### src/rtl/lut4_pkg.sv
package lut4_pkg;

  localparam int unsigned LUT_INPUTS = 4;
  localparam int unsigned LUT_DEPTH  = 1 << LUT_INPUTS;

  typedef enum logic [1:0] {
    MODE_LOGIC = 2'b00,
    MODE_RAM   = 2'b01,
    MODE_SHIFT = 2'b10,
    MODE_RSVD  = 2'b11
  } lutMode_e;

  // Strobes from control to the storage datapath; at most one is high.
  typedef struct packed {
    logic load;
    logic write;
    logic shift;
  } storeCtl_t;

endpackage

### src/rtl/lut4_ctrl.sv
module lut4_ctrl
  import lut4_pkg::*;
(
  input  logic       clk,
  input  logic       rstN,
  input  logic [1:0] modeSel,
  input  logic       cfgLoad,
  input  logic       wrEn,
  input  logic       shiftEn,
  output storeCtl_t  strb
);

  lutMode_e modeNow;
  logic     isRam;
  logic     isShift;

  always_comb begin
    modeNow = lutMode_e'(modeSel);
    isRam   = 1'b0;
    isShift = 1'b0;
    unique case (modeNow)
      MODE_RAM:   isRam   = 1'b1;
      MODE_SHIFT: isShift = 1'b1;
      default: begin
        // logic and reserved modes leave the store alone
        isRam   = 1'b0;
        isShift = 1'b0;
      end
    endcase
  end

  // configuration load wins over any mode-specific update
  always_comb begin
    strb.load  = cfgLoad;
    strb.write = !cfgLoad && isRam   && wrEn;
    strb.shift = !cfgLoad && isShift && shiftEn;
  end

  AST_STROBE_EXCLUSIVE: assert property (@(posedge clk) disable iff (!rstN)
    $onehot0({strb.load, strb.write, strb.shift}));

  AST_LOGIC_NO_UPDATE: assert property (@(posedge clk) disable iff (!rstN)
    (modeSel == 2'b00 || modeSel == 2'b11) |-> !(strb.write || strb.shift));

endmodule

### src/rtl/lut4_store.sv
module lut4_store
  import lut4_pkg::*;
#(
  parameter int unsigned SEL_W = LUT_INPUTS,
  localparam int unsigned DEPTH = 1 << SEL_W
) (
  input  logic             clk,
  input  logic             rstN,
  input  storeCtl_t        strb,
  input  logic [SEL_W-1:0] addr,
  input  logic [DEPTH-1:0] cfgData,
  input  logic             wrData,
  input  logic             shiftIn,
  output logic             rdBit,
  output logic             tailBit
);

  logic [DEPTH-1:0] bits;
  logic [DEPTH-1:0] nextBits;

  // per-row next-state selection: load, then write, then shift, else hold
  for (genvar i = 0; i < DEPTH; i++) begin : g_row
    logic wrHit;
    logic shiftSrc;

    assign wrHit = strb.write && (addr == SEL_W'(i));

    if (i == 0) begin : g_head
      assign shiftSrc = shiftIn;
    end else begin : g_body
      assign shiftSrc = bits[i-1];
    end

    always_comb begin
      if (strb.load) begin
        nextBits[i] = cfgData[i];
      end else if (wrHit) begin
        nextBits[i] = wrData;
      end else if (strb.shift) begin
        nextBits[i] = shiftSrc;
      end else begin
        nextBits[i] = bits[i];
      end
    end
  end

  always_ff @(posedge clk or negedge rstN) begin
    if (!rstN) begin
      bits <= '0;
    end else begin
      bits <= nextBits;
    end
  end

  assign rdBit   = bits[addr];
  assign tailBit = bits[DEPTH-1];

  AST_CFG_LOAD: assert property (@(posedge clk) disable iff (!rstN)
    strb.load |=> (bits == $past(cfgData)));

  AST_RAM_WRITE: assert property (@(posedge clk) disable iff (!rstN)
    strb.write |=> (bits[$past(addr)] == $past(wrData)));

  AST_RAM_SINGLE_BIT: assert property (@(posedge clk) disable iff (!rstN)
    strb.write |=> ($countones(bits ^ $past(bits)) <= 1));

  AST_SHIFT_STEP: assert property (@(posedge clk) disable iff (!rstN)
    strb.shift |=> (bits == {$past(bits[DEPTH-2:0]), $past(shiftIn)}));

  AST_IDLE_HOLD: assert property (@(posedge clk) disable iff (!rstN)
    !(strb.load || strb.write || strb.shift) |=> $stable(bits));

endmodule

### src/rtl/multi_lut4.sv
module multi_lut4
  import lut4_pkg::*;
(
  input  logic                 clk,
  input  logic                 rstN,
  input  logic [1:0]           modeSel,
  input  logic                 selA,
  input  logic                 selB,
  input  logic                 selC,
  input  logic                 selD,
  input  logic                 cfgLoad,
  input  logic [LUT_DEPTH-1:0] cfgData,
  input  logic                 wrEn,
  input  logic                 wrData,
  input  logic                 shiftEn,
  input  logic                 shiftIn,
  output logic                 lutOut,
  output logic                 cascadeOut
);

  storeCtl_t             strb;
  logic [LUT_INPUTS-1:0] addr;

  // selA is the address MSB, selD the LSB
  assign addr = {selA, selB, selC, selD};

  lut4_ctrl u_ctrl (
    .clk     (clk),
    .rstN    (rstN),
    .modeSel (modeSel),
    .cfgLoad (cfgLoad),
    .wrEn    (wrEn),
    .shiftEn (shiftEn),
    .strb    (strb)
  );

  lut4_store #(
    .SEL_W (LUT_INPUTS)
  ) u_store (
    .clk     (clk),
    .rstN    (rstN),
    .strb    (strb),
    .addr    (addr),
    .cfgData (cfgData),
    .wrData  (wrData),
    .shiftIn (shiftIn),
    .rdBit   (lutOut),
    .tailBit (cascadeOut)
  );

  AST_LOGIC_CASCADE_HOLD: assert property (@(posedge clk) disable iff (!rstN)
    ((modeSel == 2'b00 || modeSel == 2'b11) && !cfgLoad) |=> $stable(cascadeOut));

endmodule

### config.mk
export PLATFORM = sky130hd
export DESIGN_NAME = multi_lut4
export DESIGN_NICKNAME = d
export VERILOG_FILES = /design/src/rtl/lut4_pkg.sv /design/src/rtl/lut4_ctrl.sv /design/src/rtl/lut4_store.sv /design/src/rtl/multi_lut4.sv
export SDC_FILE = /design/constraint.sdc
export NUM_CORES = 1
export LEC_CHECK = 0
export CELL_PAD_IN_SITES_DETAIL_PLACEMENT = 1
export CELL_PAD_IN_SITES_GLOBAL_PLACEMENT = 2
export CORE_MARGIN = 1
export CORE_UTILIZATION = 30
export DETAILED_ROUTE_END_ITERATION = 7
export GPL_ROUTABILITY_DRIVEN = 0
export GPL_TIMING_DRIVEN = 1
export PLACE_DENSITY = 0.81
export SETUP_SLACK_MARGIN = 0.3
export SLEW_MARGIN = 20
export SYNTH_ARGS = -nofsm -noshare
export SYNTH_HDL_FRONTEND = slang
export SYNTH_SLANG_ARGS = --single-unit
export TNS_END_PERCENT = 10
### constraint.sdc
create_clock -name clk -period 3.5 [get_ports clk]
set_input_delay 0.525 -clock clk [delete_from_list [all_inputs] [get_ports clk]]
set_output_delay 0.525 -clock clk [all_outputs]
set_load 0.05 [all_outputs]
==> key figures <==
Clock network
  – TritonCTS clock tree: built
  – H-tree level count: 1
  – Root buf cell: clkbuf_8
  – Clock Sinks: 16
  – Cts bufs inserted: 3
  – Clk_lat worst skew: 0.25 ns
  – CTS Hold Bufs: 0
  – Post-CTS Repair Setup Buffers: 0
  – Post_cts resized: 0
  – Clock transition at path regs: 0.07 ns
  – Longest Clk Path Bufs: 2

Power
  – Power Density: 356 mW/mm2
  – Clk network pwr share: 0.315
  – Peak supply drop: 0.229 mV
  – Total internal power: 0.382 mW
  – Combinational cell fraction of total power: 0.276
  – Switch share: 0.294
  – Sequential group share of total power: 0.409
  – Pleak: 0.635 nW
  – Net Sw Power: 0.159 mW

Final layout
  – P&R area growth vs syn: 31.8%
  – # fillers: 425
  – Multi-input logic area: 698 um2
  – Final nets: 185
  – Top Registers: u_store.bits: 16 flops
  – Antenna diodes: 0
  – Most flops, register: u_store.bits
  – Share of cells above drive strength 1: 0.110
  – Max FFs per register: 16
  – Register Area: 400 um2

Routing
  – Post-route DRC: 0
  – Drt pass-1 iters: 4
  – DRT iter0 DRCs: 37
  – Routed Antenna Nets: 0
  – Post-DR wirelength/cell: 17.9 um
  – Via count: 1107
  – Final wirelength: 3630 um
  – Vias per cell: 5.45

Timing
  – Final worst-path cycle share: 0.820
  – Endpoints failing hold: 0
  – Relative slew slack: 0.417
  – Slew @ Worst Pin: 0.872 ns
  – Setup_tns: 0 ns
  – Clock skew: 0.000542 ns
  – Hold_ws: 0.668 ns
  – Fmax: 349 MHz
  – Final setup viols: 0
  – RSZ-0062 raised after global routing: false
  – Slew Limit Fails: 0
  – Clock period minus worst slack: 2.87 ns

Setup path
  – FF-to-FF Start: u_store.bits[4]
  – R2R depth: 3
  – Reg2Reg Setup Slack: 2.54 ns
  – WP data required: 2.97 ns
  – Worst Setup Start Kind: input pin
  – Worst reg2reg endpoint: u_store.bits[4]
  – CP Class: in -> out
  – Worst Path Arrival: 2.34 ns
  – CP Max Fanout: 8
  – Critical path capture point type: output pin

Logic synthesis
  – Synthesized-area fraction occupied by adder cells: 0
  – Post-synthesis sequential area ratio: 0.347
  – Synth Instances: 129
  – Synth async-reset ratio: 1.00
  – Syn Area/Cell: 8.93 um2
  – Syn nets: 158
  – Number of synthesized register bits: 16
  – Post-Synth XOR/XNOR Area: 0
  – Main combinational cell family by area after synthesis: compound AO/OA/AOI/OAI gates
  – Post-synth cell types: 25
  – Yosys top cell area share: 0.347
  – Area leader, netlist: dfrtp_1
  – EDFF count, synth: 0
  – Mapped Area: 0.00115 mm2
  – Most numerous cell in the Yosys netlist: nor2_1
  – Mux cell area share after synthesis: 0.130
  – Yosys warning count: 0
  – Area fraction in compound gates after synthesis: 0.278
  – Post-synth top cells: nor2_1 (24), a21oi_1 (16), a22o_1 (16), dfrtp_1 (16), o22ai_1 (10)
  – Area share of and/or/nand/nor cells after synthesis: 0.198
  – Main synth FF type: dfrtp_1
  – Largest cells by area after synthesis: dfrtp_1 (35%), a22o_1 (12%), mux4_2 (7.8%)

Global routing
  – Vias in the first global route: 1212
  – GRT overflow: 0
  – Largest net degree at the start of global routing: 34
  – First-pass GRT wire length: 5910 um
  – Antenna violations before repair: 0
  – GRT Total Usage: 0.188

Min path
  – HP Start: u_store.bits[1]
  – Min-delay worst type: reg -> reg
  – Worst Hold Path EP: u_store.bits[2]
  – Hold Path Cell Cnt: 3

Die
  – Starting Density: 0.315
  – Die Ht: 64.0 um
  – Die width: 64.0 um
  – Site Rows: 22
  – Core area: 0.00366 mm2
  – IO Count: 31
  – Die footprint: 0.00409 mm2

Run status
  – Status: finished clean

Placement
  – IO buf count: 30
  – HPWL Detailed: 2640 um

Flow run
  – MaxCap Viol Count: 0
[kinds of logic after synthesis]
logic type      count (synthesis)
simple gates                   45
flops                          16
compound gates                 49
buf+inv                         9
mux                            10
[critical path, cell delays in order]
cell and delay, ns:
clkdlybuf4s50_1 0.70, mux4_2 0.56, a22oi_1 0.22, nand3_1 0.13, buf_4 0.21
[power by group through the flow]
stage / Sequential, mW / Combinational, mW / Clock [mW]
4_1_cts: 0.221 / 0.151 / 0.176
3_3_place_gp: 0.225 / 0.145 / 0
2_1_floorplan: 0.221 / 0.0880 / 0
5_1_grt: 0.224 / 0.162 / 0.185
6_report: 0.221 / 0.149 / 0.170
3_5_place_dp: 0.224 / 0.149 / 0
[layout make-up]
cell class	count	share of cell area
multi-input combinational	104	0.460
sequential	16	0.264
timing repair buffer	31	0.201
tap	48	0.0395
clock buffer	4	0.0362
[cell usage in the layout (no fill, tap or decap), types with 4 or more instances in the layout]
master	n
clkdlybuf4s50_1	29
o22ai_1	10
a22o_1	16
mux4_2	4
a21oi_1	16
nor2_1	24
o21ai_0	6
dfrtp_1	16
nand2_1	5
clkbuf_8	4
mux2i_1	6
[worst max-delay path by stage]
stage               from     end  slack [ns]  cells after the start
floorplan           selD  lutOut        1.27                      4
CTS                 selD  lutOut        0.62                      5
global route        selD  lutOut        0.56                      5
finish              selD  lutOut        0.63                      5
detailed placement  selD  lutOut        0.64                      5
global placement    selD  lutOut        0.68                      5
[stage by stage]
step                instances  cell area, um2  setup slack (ns)  power [mW]  utilization
global route              203            1520             0.565       0.570        0.415
global placement          199            1460             0.678       0.370        0.400
finish                    203            1520             0.631       0.541        0.415
detailed placement        199            1460             0.645       0.373        0.400
CTS                       203            1520             0.620       0.547        0.415
floorplan                 129            1150              1.27       0.309            -
[per-layer routing]
metal / routed length [um] / vias up / global-route usage
li1: - / 534 / -
met1: 1700 / 549 / 0.242
met2: 1770 / 22 / 0.327
met3: 138 / 2 / 0.0411
met4: 17 / 0 / 0.0227
met5: 0 / - / 0
(Power assumes the default switching activity.)
